==> src/rtl/phi_sel_pkg.sv <==
package phi_sel_pkg;

  typedef logic [1:0] div_code_t;

  localparam div_code_t DIV_F16 = 2'b01;

  // Main-clock divisor for a divider code.
  function automatic int unsigned div_ratio(div_code_t c);
    if (c == 2'b00) return 64;
    return 32 >> c;
  endfunction

  // Switch delay in old-phi pulses between two main-clock codes.
  function automatic int unsigned switch_len(div_code_t o, div_code_t n);
    if (n >= o) return 1;
    return 4 << (o - n - 2'd1);
  endfunction

endpackage

==> src/rtl/phi_sub_sync.sv <==
module phi_sub_sync #(
  parameter int STAGES = 2
) (
  input  logic clk,
  input  logic rst,
  input  logic sub_osc,
  output logic sub_pulse
);
  logic [STAGES:0] sh;

  always_ff @(posedge clk) begin
    if (rst) begin
      sh        <= '0;
      sub_pulse <= 1'b0;
    end else begin
      sh        <= {sh[STAGES-1:0], sub_osc};
      sub_pulse <= sh[STAGES-1] & ~sh[STAGES];
    end
  end
endmodule

==> src/rtl/phi_main_div.sv <==
module phi_main_div
  import phi_sel_pkg::*;
#(
  parameter int MAX_RATIO = 64,
  localparam int CW = $clog2(MAX_RATIO)
) (
  input  logic      clk,
  input  logic      rst,
  input  logic      run,
  input  logic      restart,
  input  div_code_t code,
  output logic      pulse
);
  logic [CW-1:0] cnt;
  logic [CW-1:0] last;

  always_comb last = CW'(div_ratio(code) - 1);

  always_ff @(posedge clk) begin
    if (rst || restart || !run) begin
      cnt   <= '0;
      pulse <= 1'b0;
    end else if (cnt == last) begin
      cnt   <= '0;
      pulse <= 1'b1;
    end else begin
      cnt   <= cnt + 1'b1;
      pulse <= 1'b0;
    end
  end
endmodule

==> src/rtl/phi_switch_ctrl.sv <==
module phi_switch_ctrl
  import phi_sel_pkg::*;
#(
  parameter int SUB_TICKS = 3,
  localparam int MAXD = (SUB_TICKS > 16) ? SUB_TICKS : 16,
  localparam int DW = $clog2(MAXD + 1)
) (
  input  logic      clk,
  input  logic      rst,
  input  logic      wr_en,
  input  div_code_t wr_div,
  input  logic      wr_sub,
  input  logic      wr_osc_off,
  input  logic      stop_req,
  input  logic      phi_tick,
  input  logic      sub_tick,
  output div_code_t cur_div,
  output logic      cur_sub,
  output logic      busy,
  output logic      err_flag,
  output logic      main_run,
  output logic      commit_now
);
  div_code_t     pend_div;
  logic          pend_sub, pend_off, by_sub;
  logic [DW-1:0] cnt, new_len;
  logic          illegal, wr_ok, tick;

  always_comb begin
    illegal    = wr_sub && (wr_div == DIV_F16);
    wr_ok      = wr_en && !illegal;
    tick       = by_sub ? sub_tick : phi_tick;
    commit_now = !wr_ok && busy && tick && (cnt == DW'(1));
    if (!cur_sub && wr_sub)       new_len = DW'(SUB_TICKS);
    else if (!cur_sub && !wr_sub) new_len = DW'(switch_len(cur_div, wr_div));
    else                          new_len = DW'(1);
  end

  always_ff @(posedge clk) begin
    if (rst) begin
      cur_div  <= 2'b00;
      cur_sub  <= 1'b0;
      pend_div <= 2'b00;
      pend_sub <= 1'b0;
      pend_off <= 1'b0;
      by_sub   <= 1'b0;
      busy     <= 1'b0;
      cnt      <= '0;
      err_flag <= 1'b0;
      main_run <= 1'b1;
    end else begin
      if (wr_en && illegal) err_flag <= 1'b1;
      if (wr_ok) begin
        pend_div <= wr_div;
        pend_sub <= wr_sub;
        pend_off <= wr_osc_off;
        by_sub   <= !cur_sub && wr_sub;
        cnt      <= new_len;
        busy     <= 1'b1;
        if (!wr_osc_off) main_run <= 1'b1;
      end else if (commit_now) begin
        cur_div <= pend_div;
        cur_sub <= pend_sub;
        busy    <= 1'b0;
        if (pend_off) main_run <= 1'b0;
      end else if (busy && tick) begin
        cnt <= cnt - 1'b1;
      end else if (!busy && stop_req) begin
        main_run <= 1'b0;
      end
    end
  end
endmodule

==> src/rtl/phi_clock_selector.sv <==
module phi_clock_selector
  import phi_sel_pkg::*;
#(
  parameter int SUB_TICKS   = 3,
  parameter int SYNC_STAGES = 2
) (
  input  logic       clk,
  input  logic       rst,
  input  logic       sub_osc,
  input  logic       wr_en,
  input  logic [1:0] wr_div,
  input  logic       wr_sub,
  input  logic       wr_osc_off,
  input  logic       stop_req,
  output logic       phi_en,
  output logic [1:0] cur_div,
  output logic       cur_sub,
  output logic       busy,
  output logic       err_flag,
  output logic       main_osc_en
);
  logic sub_pulse, div_pulse, commit_now;

  phi_sub_sync #(.STAGES(SYNC_STAGES)) u_sync (
    .clk(clk), .rst(rst), .sub_osc(sub_osc), .sub_pulse(sub_pulse)
  );

  phi_main_div #(.MAX_RATIO(64)) u_div (
    .clk(clk), .rst(rst), .run(main_osc_en), .restart(commit_now),
    .code(cur_div), .pulse(div_pulse)
  );

  phi_switch_ctrl #(.SUB_TICKS(SUB_TICKS)) u_ctrl (
    .clk(clk), .rst(rst), .wr_en(wr_en), .wr_div(wr_div), .wr_sub(wr_sub),
    .wr_osc_off(wr_osc_off), .stop_req(stop_req), .phi_tick(phi_en),
    .sub_tick(sub_pulse), .cur_div(cur_div), .cur_sub(cur_sub), .busy(busy),
    .err_flag(err_flag), .main_run(main_osc_en), .commit_now(commit_now)
  );

  always_ff @(posedge clk) begin
    if (rst) phi_en <= 1'b0;
    else     phi_en <= cur_sub ? sub_pulse : div_pulse;
  end
endmodule

==> config.mk <==
export PLATFORM = sky130hd
export DESIGN_NAME = phi_clock_selector
export DESIGN_NICKNAME = d
export VERILOG_FILES = /design/src/rtl/phi_sel_pkg.sv /design/src/rtl/phi_sub_sync.sv /design/src/rtl/phi_main_div.sv /design/src/rtl/phi_switch_ctrl.sv /design/src/rtl/phi_clock_selector.sv
export SDC_FILE = /design/constraint.sdc
export NUM_CORES = 1
export LEC_CHECK = 0
export BUFFER_PORTS_ARGS = -buffer_cell sky130_fd_sc_hd__buf_4
export CORE_MARGIN = 2
export CORE_UTILIZATION = 40
export DETAILED_ROUTE_END_ITERATION = 10
export GPL_TIMING_DRIVEN = 0
export HOLD_SLACK_MARGIN = 0.12
export SYNTH_ARGS = -nofsm -noshare
export SYNTH_HDL_FRONTEND = slang
export SYNTH_SLANG_ARGS = --single-unit
==> constraint.sdc <==
create_clock -name clk -period 1.7 [get_ports clk]
set_input_delay 0.255 -clock clk [delete_from_list [all_inputs] [get_ports clk]]
set_output_delay 0.255 -clock clk [all_outputs]
set_load 0.02 [all_outputs]
# Word-level counts from Yosys, hierarchy flattened

Cells that the tools add are included.
Widths: inputs -> output; s select.

Add/subtract/negate cells: 5
Order comparisons: 1
Eq/ne operators: 7
Shifts and indexed selects: 2
Mux-type cells: 23
Bitwise logic cells: 3
Reduce and logical (&&, ||, !) cells: 26

Operators with widths:

| cell                | number |
|---|---|
| $mux 5              | 6 |
| $mux 1              | 16 |
| $logic_and 1x1->1   | 10 |
| $add 6x1->6 const B | 1 |
| $eq 6x6->1          | 1 |
| $logic_not 1->1     | 6 |
| $mux 6              | 1 |
| $shr 6x2->6 const A | 1 |
| $sub 6x1->6 const B | 1 |
| $eq 5x1->1 const B  | 1 |
| $shl 3x2->5 const A | 1 |
| $sub 5x1->5 const B | 1 |
| $reduce_and 2->1    | 2 |
| $reduce_and 4->1    | 1 |
| $reduce_bool 2->1   | 2 |
| $ne 3x1->1 const B  | 1 |
| $ne 3x2->1 const B  | 1 |
| $reduce_bool 3->1   | 1 |
| $eq 2x1->1 const B  | 1 |
| $ge 2x2->1          | 1 |
| $logic_not 2->1     | 1 |
| $logic_or 1x1->1    | 2 |
| $ne 2x1->1 const B  | 1 |
| $ne 2x2->1 const B  | 1 |
| 5 further kinds     | 6 |

Register bits after elaboration: 28
Input bits: 9
Output and inout port bits: 7
Logic and storage cells: 82

# Logic depth before layout (Yosys ltp)

Depth after elaboration: 11
Depth in mapped cells: 6
Mapped depth without buffers: 6

# Hierarchy

A second synthesis with hierarchy kept.

Cells, all modules: 146
Area total of the unflattened synthesis: 1355.0 µm²

Modules (own cells, without submodules):

| module             | times used | cells an instance | area each (µm²) | seq. area each (µm²) |
|---|---|---|---|---|
| phi_switch_ctrl    | 1          | 95                | 853.3           | 320.3 |
| phi_main_div       | 1          | 40                | 356.6           | 140.1 |
| phi_sub_sync       | 1          | 8                 | 111.4           | 80.1 |
| phi_clock_selector | 1          | 3                 | 33.8            | 20.0 |

# Worst setup path after synthesis

OpenSTA, ideal clock, no wires.

Path type: register to register
Start: register u_ctrl.cur_div[1]
End: register u_ctrl.cnt[2]
Library setup time: 0.087 ns
Arrival: 1.628 ns
Data required time: 1.613 ns
Setup slack: -0.015 ns
Cell stages (with the launch flop): 7
Path buffers: 0
Period minus slack after synthesis: 1.715 ns
Cells stage by stage: dfxtp_1 inv_1 ha_1 or4b_1 nor3_1 o21ai_0 o31ai_1

Word-level cells in the longest chain between the ends: 8
Elaborated cells between the ends (all ways): 11
Classes of those cells: add/sub: 2; order compare: 1; shift: 1; mux: 7

RTL lines:

| item                                                | line                  | RTL |
|---|---|---|
| start: declaration                                  | phi_switch_ctrl.sv:17 | `output div_code_t cur_div,` |
| start signal: assignment                            | phi_switch_ctrl.sv:62 | `cur_div <= pend_div;` |
| branches (longest 4 deep; another with $sub 2x2->2) | -                     |  |
| $mux 5 (*)                                          | phi_sel_pkg.sv:16     | `return 4 << (o - n - 2'd1);` |
| $mux 5 (*)                                          | phi_switch_ctrl.sv:35 | `else if (!cur_sub && !wr_sub) new_len = DW'(switch_len(cur_div, wr_div));` |
| $mux 5 (*)                                          | phi_switch_ctrl.sv:34 | `if (!cur_sub && wr_sub) new_len = DW'(SUB_TICKS);` |
| $mux 5 (*)                                          | phi_switch_ctrl.sv:53 | `if (wr_ok) begin` |
| end signal: assignment                              | phi_switch_ctrl.sv:58 | `cnt <= new_len;` |
| end signal: assignment                              | phi_switch_ctrl.sv:67 | `cnt <= cnt - 1'b1;` |
| end: declaration                                    | phi_switch_ctrl.sv:26 | `logic [DW-1:0] cnt, new_len;` |

Mark *: on every way between the ends. The select of a mux whose other input is x is not followed.
A chain may end at the register's enable or synchronous reset.

# Worst setup path in the final report

Start: register u_ctrl.cnt[1]
End: register u_ctrl.cnt[0]

Word-level cells in the longest chain between the ends: 4

RTL lines:

| item                              | line                  | RTL |
|---|---|---|
| $eq 5x1->1                        | phi_switch_ctrl.sv:33 | `commit_now = !wr_ok && busy && tick && (cnt == DW'(1));` |
| $logic_and 1x1->1                 | phi_switch_ctrl.sv:33 |  |
| $ne 2x1->1 (no source line)       | -                     |  |
| $reduce_and 2->1 (no source line) | -                     |  |

Every way passes these cells.

==> results.py <==
metrics = {
    "run_status": {
        "outcome": "finished, final reports clean",
    },
    "timing": {
        "fin_tns_setup_ps": 0,
        "tightest_slew_ps": 657,
        "hold_slack_ps": 133,
        "min_period_ps": 1640,
        "max_slew_margin_pct": 56.0,
        "hold_viol_final": 0,
        "period_share_pct": 96.4,
        "max_freq_mhz": 610,
        "rsz0062_at_grt": "true",
        "timing.final.ws_setup_ps": 60.8,
        "skew_ps": 0.780,
        "setup_viol": 0,
        "slew_viol_final": 0,
    },
    "power_and_ir_drop": {
        "p_switching_mw": 0.297,
        "p_sw_share_pct": 25.1,
        "vdd_drop_max_uv": 423,
        "intPower_mw": 0.886,
        "clockPowerShare_pct": 27.6,
        "power_frac_comb_pct": 12.9,
        "p_total_mw": 1.18,
        "seqPwrFrac_pct": 59.4,
        "powerDensity_nw_per_um2": 732,
        "power.leakage_nw": 0.668,
    },
    "grt": {
        "track_usage_pct": 16.1,
        "grt_pass1_wl_microns": 4460,
        "antenna_found_initial": 0,
        "grt_max_degree": 16,
        "grt_pass1_vias": 1011,
        "overflow": 0,
    },
    "cells_and_area": {
        "final_nets": 180,
        "design_area_sq_um": 1620,
        "syn_to_final_growth_pct": 21.4,
        "ff_latch_area_sq_um": 569,
        "n_antenna_cell": 0,
        "final_util_pct": 52.1,
        "mostFrequentLayoutCell": "dfxtp_1",
        "fillers": 320,
        "drive_gt1_share_pct": 26.2,
        "final_cell_mix": "25 x dfxtp_1, 21 x buf_4, 12 x nor2_1, 9 x nand2_1, 8 x nor3_1",
        "multi_input_area_sq_um": 748,
        "stdcell_count": 208,
    },
    "placed_design": {
        "gp_congestion": 0.722,
        "port_buffers": 15,
        "dpl.hpwl_microns": 1980,
        "pre_cts_ws_ps": -44.4,
        "placed_area_sq_um": 1500,
        "dp_cells": 198,
    },
    "floorplanning": {
        "fp.dieH_microns": 61.7,
        "row_count": 20,
        "core-area_sq_um": 3100,
        "start_util_pct": 42.9,
        "io_pins": 16,
        "die_area_sq_um": 3810,
        "chipWidth_microns": 61.7,
    },
    "setup_path": {
        "rr_startpoint": "u_ctrl.cnt[1]",
        "cp-startpoint": "u_ctrl.cnt[1]",
        "cp_slowest_cell": "or4b_4",
        "crit_cells": 6,
        "start_kind": "flop",
        "critPathKind": "flop to flop",
        "worstRegToRegCells": 6,
        "crit_arrival_ps": 1890,
        "path_cells": "inv_2, ha_4, or4b_4, and3_4, xnor2_1, a211oi_1",
        "r2r_slack_ps": 60,
        "cp_max_fo": 6,
        "end_kind": "flop",
        "worst-path-buf-inv": 1,
        "reg2reg_to": "u_ctrl.cnt[0]",
        "critPathMaxStageDelay_ps": 500,
        "required_ps": 1950,
        "endpoint": "u_ctrl.cnt[0]",
        "critPathTopFamily": "simple AND/OR/NAND/NOR gates",
    },
    "cts": {
        "clk_pin_slew_worst_paths_ps": 150,
        "worstSkewPairLatency_ps": 330,
        "clock-root-buffer": "clkbuf_4",
        "cts_made_buffers": 3,
        "clkSinkCount": 28,
        "ctsLongestPathBuffers": 2,
        "cts_tree": "built",
        "h-tree-depth": 1,
    },
    "detailed_routing": {
        "drc": 0,
        "routed-via-count": 1088,
        "wire_per_inst_microns": 13.1,
        "viasPerCell": 5.23,
        "dr.first_iter.drc_count": 31,
        "wirelength_microns": 2720,
        "ant_nets": 0,
        "dr.pass1.iters": 4,
    },
    "logic_synthesis": {
        "synth_area_per_cell_sq_um": 9.58,
        "syn-num-nets": 154,
        "netlist_area_sq_um": 1330,
        "ys_seq_area_share_pct": 42.1,
        "ys_ff_latch": 28,
        "yosys_warnings": 0,
        "synth_cell_types": 40,
        "synth_edf_count": 0,
        "ys_async_sr_fraction_pct": 0,
        "ys.flop_type": "dfxtp_1",
        "syn_inst": 139,
    },
    "flow_run": {
        "cap_violations": 0,
    },
    "hold_path": {
        "hold_path.class": "input pin to flop",
    },
}
## layer usage
layer | share of wire, % | wire (microns) | vias to the layer above | GRT usage [%]
met3 | 4.0 | 108 | 5 | 3.52
met4 | 1.5 | 40 | 0 | 6.38
li1 | - | - | 549 | -
met5 | 0 | 0 | - | 0
met2 | 44 | 1200 | 19 | 25.7
met1 | 50 | 1370 | 515 | 21.1
## cell usage after synthesis, types with 2 or more instances
library cell	count	area [sq um]
a211oi_1	3	22.5
nand3_1	2	10.0
nor2b_1	5	31.3
nand4_1	4	25.0
nand2b_1	2	12.5
o21ai_0	2	10.0
nand2_1	9	33.8
xor2_1	6	52.6
inv_1	7	26.3
nor3_1	9	45.0
dfxtp_1	28	561
nor3b_1	2	15.0
a31oi_1	2	12.5
xnor2_1	4	35.0
nor4b_1	2	17.5
mux2i_1	5	50.1
ha_1	6	75.1
nor2_1	12	45.0
o31ai_1	2	15.0
a21oi_1	7	35.0
## how the worst min path moves through the flow
stage	from	to	slack (ps)	cells past startpoint
floorplan	rst	u_sync.sh[2]	330	1
global placement	u_sync.sh[2]	u_sync.sub_pulse	370	1
detailed placement	u_sync.sh[2]	u_sync.sub_pulse	380	1
CTS	wr_en	u_ctrl.pend_div[0]	130	2
global route	sub_osc	u_sync.sh[0]	130	2
finish	sub_osc	u_sync.sh[0]	130	2
## kinds of logic (layout without fill, tap and decap cells)
kind of cell	after synthesis	count (layout)	share of synthesized area [%]
simple gates	55	55	23.5
flops	28	28	42.1
compound gates	23	23	14.1
buf+inv	11	36	3.48
xor+xnor	10	10	6.58
fa+ha+maj	6	6	5.64
mux	6	6	4.61
## final cells by class
cell class	count	area share [%]
Timing Repair Buffer	21	9.91
Sequential cell	28	35.2
Clock buffer	4	2.24
Tap cell	44	3.41
Buffer	4	1.32
Inverter	7	1.63
Multi-Input combinational cell	100	46.3
## worst register-to-register path, stage by stage, from the launching register on
cell and delay, ps:
dfxtp_2 350, inv_2 70, ha_4 120, or4b_4 500
and3_4 190, xnor2_1 120, a211oi_1 220
## sequential cells by signal, indices dropped and copies added, names as in the netlist, 2 cells and up
register	flops
u_div.cnt	6
u_ctrl.cnt	5
u_sync.sh	3
u_ctrl.cur_div	2
u_ctrl.pend_div	2
## what timing repair did
action	4_1_cts	5_1_grt
pin swaps	2	2
hold buffers	1	0
setup endpoints to repair	8	15
hold endpoints to repair	1	0
gates resized for setup	2	8
setup buffers	4	1
## power groups by stage
stage | logic (mW) | clock network [mW] | registers [mW]
floorplan | 0.0895 | 0 | 0.719
global placement | 0.139 | 0 | 0.717
detailed placement | 0.143 | 0 | 0.718
CTS | 0.148 | 0.337 | 0.704
global route | 0.171 | 0.362 | 0.708
finish | 0.153 | 0.327 | 0.703
(Power assumes the default switching activity.)
